[src/rtl/psg_pkg.sv]
package psg_pkg;

    localparam int unsigned NUM_SRC = 2;
    localparam int unsigned SRC_SYNC = 0;
    localparam int unsigned SRC_SYSREF = 1;
    // bit i set = source i is active low
    localparam logic [NUM_SRC-1:0] SRC_ACT_LOW = 2'b01;

    typedef enum logic [1:0] {
        POL_FULL    = 2'd0,
        POL_DP_ONLY = 2'd1
    } policy_e;

    typedef struct packed {
        logic link;
        logic dp;
    } rst_req_t;

    typedef struct packed {
        logic keep_link;
        logic first_only;
    } cfg_t;

    function automatic policy_e pick_policy(cfg_t cfg, logic spent);
        if (cfg.keep_link)
            return POL_DP_ONLY;
        else if (cfg.first_only && spent)
            return POL_DP_ONLY;
        else
            return POL_FULL;
    endfunction

    function automatic rst_req_t expand_policy(policy_e pol, logic evt);
        rst_req_t r;
        r.dp   = evt;
        r.link = evt && (pol == POL_FULL);
        return r;
    endfunction

endpackage

[src/rtl/psg_edge_detect.sv]
module psg_edge_detect #(
    parameter int unsigned N = psg_pkg::NUM_SRC,
    parameter logic [N-1:0] ACT_LOW = psg_pkg::SRC_ACT_LOW
) (
    input  logic         clk,
    input  logic         rst,
    input  logic [N-1:0] lvl,
    output logic [N-1:0] hit,
    output logic         any_hit
);

    logic [N-1:0] prev_q;

    for (genvar i = 0; i < N; i++) begin : g_src
        logic act_now;
        logic act_prev;

        always_comb begin
            act_now  = ACT_LOW[i] ? ~lvl[i]    : lvl[i];
            act_prev = ACT_LOW[i] ? ~prev_q[i] : prev_q[i];
            hit[i]   = act_now && !act_prev;
        end

        // capture the live level during reset so a level held across release is not an edge
        always_ff @(posedge clk) begin
            prev_q[i] <= lvl[i];
        end

        // an edge needs an idle sample first, so it never repeats in back-to-back cycles
        a_r2_edge_not_level: assert property (@(posedge clk) disable iff (rst)
            hit[i] |=> !hit[i]);
    end

    assign any_hit = |hit;

endmodule

[src/rtl/psg_oneshot.sv]
module psg_oneshot (
    input  logic clk,
    input  logic rst,
    input  logic first_only,
    input  logic evt,
    output logic spent
);

    logic spent_q;

    always_ff @(posedge clk) begin
        if (rst)
            spent_q <= 1'b0;
        else if (!first_only)
            spent_q <= 1'b0;
        else if (evt)
            spent_q <= 1'b1;
    end

    assign spent = spent_q;

    // leaving one-shot mode clears the spent state
    a_r6_clear_rearms: assert property (@(posedge clk) disable iff (rst)
        !first_only |=> !spent_q);

    // the spent flag only rises from an event seen in one-shot mode
    a_r4_rise_from_event: assert property (@(posedge clk) disable iff (rst)
        $rose(spent_q) |-> $past(evt && first_only));

endmodule

[src/rtl/psg_pulse_out.sv]
module psg_pulse_out (
    input  logic              clk,
    input  logic              rst,
    input  psg_pkg::rst_req_t req,
    output psg_pkg::rst_req_t pulse
);

    psg_pkg::rst_req_t pulse_q;

    always_ff @(posedge clk) begin
        if (rst)
            pulse_q <= '0;
        else
            pulse_q <= req;
    end

    assign pulse = pulse_q;

    // a link-domain reset is always paired with a datapath reset
    a_r1_link_implies_dp: assert property (@(posedge clk) disable iff (rst)
        pulse_q.link |-> pulse_q.dp);

endmodule

[src/rtl/psg_phase_reset_gate.sv]
module psg_phase_reset_gate (
    input  logic clk,
    input  logic rst,
    input  logic sync_n,
    input  logic sysref,
    input  logic cfg_keep_link,
    input  logic cfg_first_only,
    output logic link_rst_pulse,
    output logic dp_rst_pulse,
    output logic oneshot_spent
);
    import psg_pkg::*;

    logic [NUM_SRC-1:0] src_lvl;
    logic [NUM_SRC-1:0] src_hit;
    logic               evt;
    logic               spent;
    cfg_t               cfg;
    policy_e            pol;
    rst_req_t           req;
    rst_req_t           pulse;

    always_comb begin
        src_lvl             = '0;
        src_lvl[SRC_SYNC]   = sync_n;
        src_lvl[SRC_SYSREF] = sysref;
        cfg.keep_link       = cfg_keep_link;
        cfg.first_only      = cfg_first_only;
    end

    psg_edge_detect #(
        .N       (NUM_SRC),
        .ACT_LOW (SRC_ACT_LOW)
    ) u_edge (
        .clk     (clk),
        .rst     (rst),
        .lvl     (src_lvl),
        .hit     (src_hit),
        .any_hit (evt)
    );

    psg_oneshot u_oneshot (
        .clk        (clk),
        .rst        (rst),
        .first_only (cfg_first_only),
        .evt        (evt),
        .spent      (spent)
    );

    always_comb begin
        pol = pick_policy(cfg, spent);
        req = expand_policy(pol, evt);
    end

    psg_pulse_out u_pulse (
        .clk   (clk),
        .rst   (rst),
        .req   (req),
        .pulse (pulse)
    );

    assign link_rst_pulse = pulse.link;
    assign dp_rst_pulse   = pulse.dp;
    assign oneshot_spent  = spent;

    // the keep-link bit blocks every link-domain reset
    a_r3_keep_link_blocks: assert property (@(posedge clk) disable iff (rst)
        link_rst_pulse |-> !$past(cfg_keep_link));

    // once the one-shot is used, link resets stop while the mode stays on
    a_r5_spent_dp_only: assert property (@(posedge clk) disable iff (rst)
        link_rst_pulse |-> !$past(cfg_first_only && spent));

    // any datapath pulse traces back to an edge on some source
    a_r8_pulse_has_edge: assert property (@(posedge clk) disable iff (rst)
        dp_rst_pulse |-> $past(|src_hit));

endmodule

[config.mk]
export PLATFORM = sky130hd
export DESIGN_NAME = psg_phase_reset_gate
export DESIGN_NICKNAME = d
export VERILOG_FILES = /design/src/rtl/psg_pkg.sv /design/src/rtl/psg_edge_detect.sv /design/src/rtl/psg_oneshot.sv /design/src/rtl/psg_pulse_out.sv /design/src/rtl/psg_phase_reset_gate.sv
export SDC_FILE = /design/constraint.sdc
export NUM_CORES = 1
export LEC_CHECK = 0
export ABC_CLOCK_PERIOD_IN_PS = 1720
export BUFFER_PORTS_ARGS = -buffer_cell sky130_fd_sc_hd__buf_4
export CORE_AREA = 3 3 40 42
export DETAILED_ROUTE_END_ITERATION = 8
export DIE_AREA = 0 0 43 45
export GPL_TIMING_DRIVEN = 0
export PLACE_DENSITY = 0.32
export SLEW_MARGIN = 20
export SYNTH_ARGS = -nofsm -noshare
export SYNTH_HDL_FRONTEND = slang
export SYNTH_HIERARCHICAL = 1
export SYNTH_SLANG_ARGS = --single-unit
[constraint.sdc]
create_clock -name clk -period 1.72 [get_ports clk]
set_clock_uncertainty 0.15 [all_clocks]
set_input_delay 0.172 -clock clk [delete_from_list [all_inputs] [get_ports clk]]
set_output_delay 0.172 -clock clk [all_outputs]
set_load 0.02 [all_outputs]
==> results of run 1 <==
## flip-flops by register name (all words and copies together) (netlist names)
| signal | cells |
|---|---|
| u_edge/prev_q | 1 |
| u_edge/g_src.act_prev | 1 |
| u_pulse/pulse | 2 |
| u_oneshot/spent | 1 |
## final cells by class
type / instances / area [um^2] / share of cell area [%]
inverters: 1 / 3.754 / 1.255
clock buffers: 4 / 26.28 / 8.787
repair buffers: 11 / 90.09 / 30.13
flip-flops and latches: 5 / 100.1 / 33.47
multi-input cells: 8 / 60.06 / 20.08
well taps: 15 / 18.77 / 6.276
## cells in the final DEF, fill, tap and decap left out
cell	Yosys	routed
clkbuf_1	0	1
dfxtp_1	5	5
clkbuf_4	0	3
inv_1	1	1
nor2_1	1	1
nor2b_1	4	4
nor3b_2	1	1
or2_1	1	1
a211oi_2	1	1
dlygate4sd3_1	0	3
buf_4	0	8
## routing by layer
metal	vias up	part of all wire, %
met5	-	0
met4	0	3.0
met3	2	10
met2	5	50
met1	61	37
li1	73	-
## stage by stage
stage	setup slack (ns)	instances
after floorplan	0.6164	14
after global placement	0.5765	37
after detailed placement	0.5721	37
after CTS	0.2746	44
after global routing	0.2096	44
final	0.2821	44
## worst max path at each step
stage                          start          endpoint  slack (ns)  cells after the start
CTS                           sysref  u_pulse/pulse[1]        0.27                      7
floorplan           u_edge/prev_q[0]  u_pulse/pulse[1]        0.62                      5
global placement    u_edge/prev_q[0]  u_pulse/pulse[1]        0.58                      5
finish                        sysref  u_pulse/pulse[1]        0.28                      7
detailed placement  u_edge/prev_q[0]  u_pulse/pulse[1]        0.57                      5
global route                  sync_n  u_pulse/pulse[1]        0.21                      7
## kinds of logic after synthesis
group,Yosys count
flops,5
buf+inv,1
compound gates,1
simple gates,7
## power by group
group | total [mW] | switching, mW | internal (mW) | leakage (nW)
registers | 0.125 | 0.00199 | 0.123 | 0.0416
logic | 0.0366 | 0.0144 | 0.0223 | 0.0762
clock network | 0.132 | 0.0444 | 0.0875 | 0.0150
total | 0.293 | 0.0608 | 0.232 | 0.133
## timing repair
action | in CTS | in global routing
gates resized for setup | 0 | 0
endpoints found under the hold margin | 5 | 0
hold buffers | 3 | 0
==> flow_summary.yaml, run 1 <==
status:
  outcome: "finished, final reports clean"
min_path:
  min_to: "u_oneshot/spent"
  min_from: "cfg_first_only"
  holdCritPathClass: "input pin to flop"
  hold_depth: 2
flow_run:
  cap_violations: 0
sta:
  finalHoldViolations: 0
  setup_viol: 0
  hold_ws_ns: 0.05301
  fin_crit_ns: 1.438
  tightestPinTransition_ns: 0.1403
  maxSlewHeadroom_pct: 90.63
  finalCritPeriodShare_pct: 83.60
  fmax_mhz: 695.5
  rsz0062_at_grt: "false"
  finalSetupTns_ns: 0
  drv_slew: 0
synthesis:
  synth_area_leaders: "dfxtp_1, nor2b_1, a211oi_2"
  synth-edff-count: 0
  synth_xor_xnor_area_share_pct: 0
  synth_top_area_share_pct: 61.07
  synth.area.mux_share_pct: 0
  netlist_instances: 14
  synth-simple-area-share_pct: 29.01
  ys_seq_elements: 5
  yosysWarnings: 6
  synth_area_per_cell_um2: 11.71
  synth_top_family_by_area: "simple AND/OR/NAND/NOR gates"
  yosysSeqAreaShare_pct: 61.07
  synth-compound-area-share_pct: 7.634
  yosys.area.top_type: "dfxtp_1"
  synth_flop_cell: "dfxtp_1"
  async_flop_share_pct: 0
  yosysUniqueCellTypes: 7
  synth_fa_ha_area_share_pct: 0
  yosysMostFrequentCell: "dfxtp_1"
  synth_nets: 20
  synth_area_um2: 163.9
  yosys-top-cells-count: "dfxtp_1, nor2b_1"
grt:
  grt_busiest_layer: "met4"
  grt_use_met1_pct: 2.415
  grt_pass1_wl_um: 496
  grt_pass1_vias: 146
  grt.total_usage_pct: 4.417
  grt_use_met2_pct: 5.389
  gr-total-overflow: 0
  use_met3_pct: 5.179
  antenna_found_initial: 0
  grt_start_max_net_pins: 4
critical_path:
  arrival_ns: 1.42
  path_max_fanout: 3
  reg2reg_slack_ns: 0.58
  r2r_cells: 5
  max_stage_delay_ns: 0.53
  required_ns: 1.70
  critPathBufInv: 3
  crit_type: "input pin to flop"
  crit_top_cell: "nor2b_1"
  regToRegStartpoint: "u_edge/prev_q[0]"
  end_kind: "flop"
  critPathTopFamily: "buffers and inverters"
  critical-path-slowest-cell: "dlygate4sd3_1"
  path_cells: "dlygate4sd3_1, buf_4, nor2b_1, or2_1, inv_1, a211oi_2, nor2b_1"
  reg2reg_to: "u_pulse/pulse[1]"
  start_kind: "input pin"
clocking:
  cts_made_buffers: 3
  cts_root_buf: "clkbuf_4"
  cts_num_sinks: 5
  cts_setup_buffers: 0
  clk_pin_slew_ns: 0.04
  clk_latency_ns: 0.24
  h-tree-depth: 1
  clockBufferDepth: 2
  cts_tree: "yes"
placement:
  io_buffers: 8
  dpl-instance-area_um2: 242.7
  dp_hpwl_um: 250.8
  finalWeightedCongestion: 0.5443
floorplan:
  initial_core_util_pct: 12.76
  core-area_um2: 1285
  die_y_um: 45
  die_x_um: 43
  die_area_um2: 1935
  boundaryPins: 9
  rows: 13
route:
  drt-vias-per-instance: 3.205
  dr.pass1.iters: 2
  drc: 0
  drt_first_iter_violations: 1
  wl_per_cell_um: 6.886
  postRouteAntennaNets: 0
  totalWireLength_um: 303
  vias: 141
finish:
  drive_above_1_share_pct: 44.83
  fill_cells: 141
  final_util_pct: 23.27
  diodes: 0
  fin_nets: 36
  syn_to_final_growth_pct: 82.44
  stdcell_area_um2: 299.0
power_and_ir_drop:
  ir_worst_vdd_mv: 0.2940
  p_leak_nw: 0.1328
  p_total_mw: 0.2932
  power_density_nw_per_um2: 980.4
No activity file was read; power rests on OpenSTA's default activity.
==> run 2: changes to the inputs <==
--- a/config.mk
+++ b/config.mk
@@ -5,13 +5,14 @@
 export SDC_FILE = /design/constraint.sdc
 export NUM_CORES = 1
 export LEC_CHECK = 0
-export ABC_CLOCK_PERIOD_IN_PS = 1720
+export ABC_AREA = 1
+export ABC_CLOCK_PERIOD_IN_PS = 1500
 export BUFFER_PORTS_ARGS = -buffer_cell sky130_fd_sc_hd__buf_4
 export CORE_AREA = 3 3 40 42
 export DETAILED_ROUTE_END_ITERATION = 8
 export DIE_AREA = 0 0 43 45
 export GPL_TIMING_DRIVEN = 0
-export PLACE_DENSITY = 0.32
+export PLACE_DENSITY = 0.34
 export SLEW_MARGIN = 20
 export SYNTH_ARGS = -nofsm -noshare
 export SYNTH_HDL_FRONTEND = slang
==> constraint.sdc (replaced) <==
create_clock -name clk -period 1.5 [get_ports clk]
set_clock_uncertainty 0.15 [all_clocks]
set_input_delay 0.15 -clock clk [delete_from_list [all_inputs] [get_ports clk]]
set_output_delay 0.15 -clock clk [all_outputs]
set_load 0.02 [all_outputs]
==> flow_summary.yaml, run 2 <==
clocking:
  cts_tree: "yes"
  clk_latency_ns: 0.24
  clk_pin_slew_ns: 0.05
  cts_root_buf: "clkbuf_4"
  clockBufferDepth: 2
  cts_setup_buffers: 0
  h-tree-depth: 1
  cts_num_sinks: 5
  cts_made_buffers: 3
route:
  vias: 178
  drt_first_iter_violations: 2
  postRouteAntennaNets: 0
  wl_per_cell_um: 8.130
  dr.pass1.iters: 2
  totalWireLength_um: 439
  drt-vias-per-instance: 3.296
  drc: 0
critical_path:
  start_kind: "input pin"
  regToRegStartpoint: "u_edge/g_src[1].act_prev"
  path_max_fanout: 3
  arrival_ns: 1.29
  crit_type: "input pin to flop"
  end_kind: "flop"
  required_ns: 1.53
  r2r_cells: 7
  reg2reg_to: "u_pulse/pulse[1]"
  reg2reg_slack_ns: 0.53
sta:
  setup_viol: 0
  maxSlewHeadroom_pct: 93.28
  hold_ws_ns: 0.08145
  finalCritPeriodShare_pct: 84.08
  fin_crit_ns: 1.261
  tightestPinTransition_ns: 0.1005
  fmax_mhz: 792.9
  finalHoldViolations: 0
  rsz0062_at_grt: "false"
  drv_slew: 0
  finalSetupTns_ns: 0
finish:
  syn_to_final_growth_pct: 82.86
  fin_nets: 46
  largest_reg_flops: 2
  fill_cells: 143
  drive_above_1_share_pct: 35.90
  diodes: 0
  multiInputGateArea_um2: 48.80
  mostFrequentLayoutCells: "buf_4, inv_1, nor2_1, dfxtp_1, dlygate4sd3_1"
  final_common_cell: "buf_4"
  ff_latch_area_um2: 100.1
grt:
  grt_pass1_wl_um: 655
  antenna_found_initial: 0
  grt_start_max_net_pins: 4
  grt_pass1_vias: 178
  gr-total-overflow: 0
  grt.total_usage_pct: 5.408
floorplan:
  boundaryPins: 9
  core-area_um2: 1285
  die_x_um: 43
  rows: 13
  die_y_um: 45
  initial_core_util_pct: 13.63
  die_area_um2: 1935
synthesis:
  synth_area_per_cell_um2: 7.616
  synth_area_um2: 175.2
  synth_nets: 29
  netlist_instances: 23
  yosysWarnings: 6
min_path:
  holdCritPathClass: "input pin to flop"
  hold_depth: 6
  min_to: "u_pulse/pulse[1]"
  min_from: "cfg_keep_link"
power_and_ir_drop:
  p_leak_nw: 0.1759
  power_density_nw_per_um2: 1093
  ir_worst_vdd_mv: 0.2763
placement:
  finalWeightedCongestion: 0.5825
  io_buffers: 8
flow_run:
  cap_violations: 0
status:
  outcome: "finished, final reports clean"
==> run 2: cell type report <==
class	count	area share, %
sequential	5	31.25
timing repair buffer	12	31.25
multi-input combinational	11	15.23
clock buffer	4	8.203
inverter	7	8.203
tap	15	5.859
==> run 2: worst max-delay path by stage <==
stage                                   from          endpoint  slack [ns]  cells after the start
detailed placement  u_edge/g_src[1].act_prev  u_pulse/pulse[1]        0.56                      7
CTS                                   sync_n  u_pulse/pulse[1]        0.26                      9
global route                          sync_n  u_pulse/pulse[1]        0.21                      9
finish                                sync_n  u_pulse/pulse[1]        0.24                      9
floorplan                    u_oneshot/spent  u_pulse/pulse[1]        0.59                      5
global placement    u_edge/g_src[1].act_prev  u_pulse/pulse[1]        0.59                      7
==> run 2: what timing repair did <==
action                                 CTS  global route
hold buffers                             4             0
gates resized for setup                  0             0
endpoints found under the hold margin    5             0
==> run 2: per-layer routing <==
layer | GRT usage, % | vias up | share of wire [%]
met3 | 1.195 | 2 | 3.2
met1 | 3.846 | 75 | 35
met2 | 8.383 | 6 | 58
li1 | - | 95 | -
met5 | 0 | - | 0
met4 | 10.84 | 0 | 3.9
==> run 2: where the power goes <==
| part | total (mW) | leakage, nW | switching (mW) | internal, mW |
|---|---|---|---|---|
| clock | 0.160 | 0.0150 | 0.0592 | 0.101 |
| sequential | 0.143 | 0.0416 | 0.00250 | 0.140 |
| combinational | 0.0471 | 0.119 | 0.0212 | 0.0259 |
| total | 0.350 | 0.176 | 0.0828 | 0.267 |
==> run 2: worst max-delay path, stage by stage <==
cell and delay [ns]:
dlygate4sd3_1 0.54, buf_4 0.14, inv_1 0.06, nand2_2 0.05, nand2_2 0.07, nand2_1 0.06
nor2_1 0.11, inv_1 0.05, nor2_1 0.07
==> run 2: metrics by stage <==
stage	power (mW)	area (um^2)	setup slack, ns	utilization (%)	instances
6_report	0.3501	320.3	0.2388	24.93	54
5_1_grt	0.3649	320.3	0.2106	24.93	54
4_1_cts	0.3519	320.3	0.2570	24.93	54
3_5_place_dp	0.1838	254.0	0.5572	19.77	46
3_3_place_gp	0.1824	254.0	0.5880	19.77	46
2_1_floorplan	0.1635	175.2	0.5938	-	23
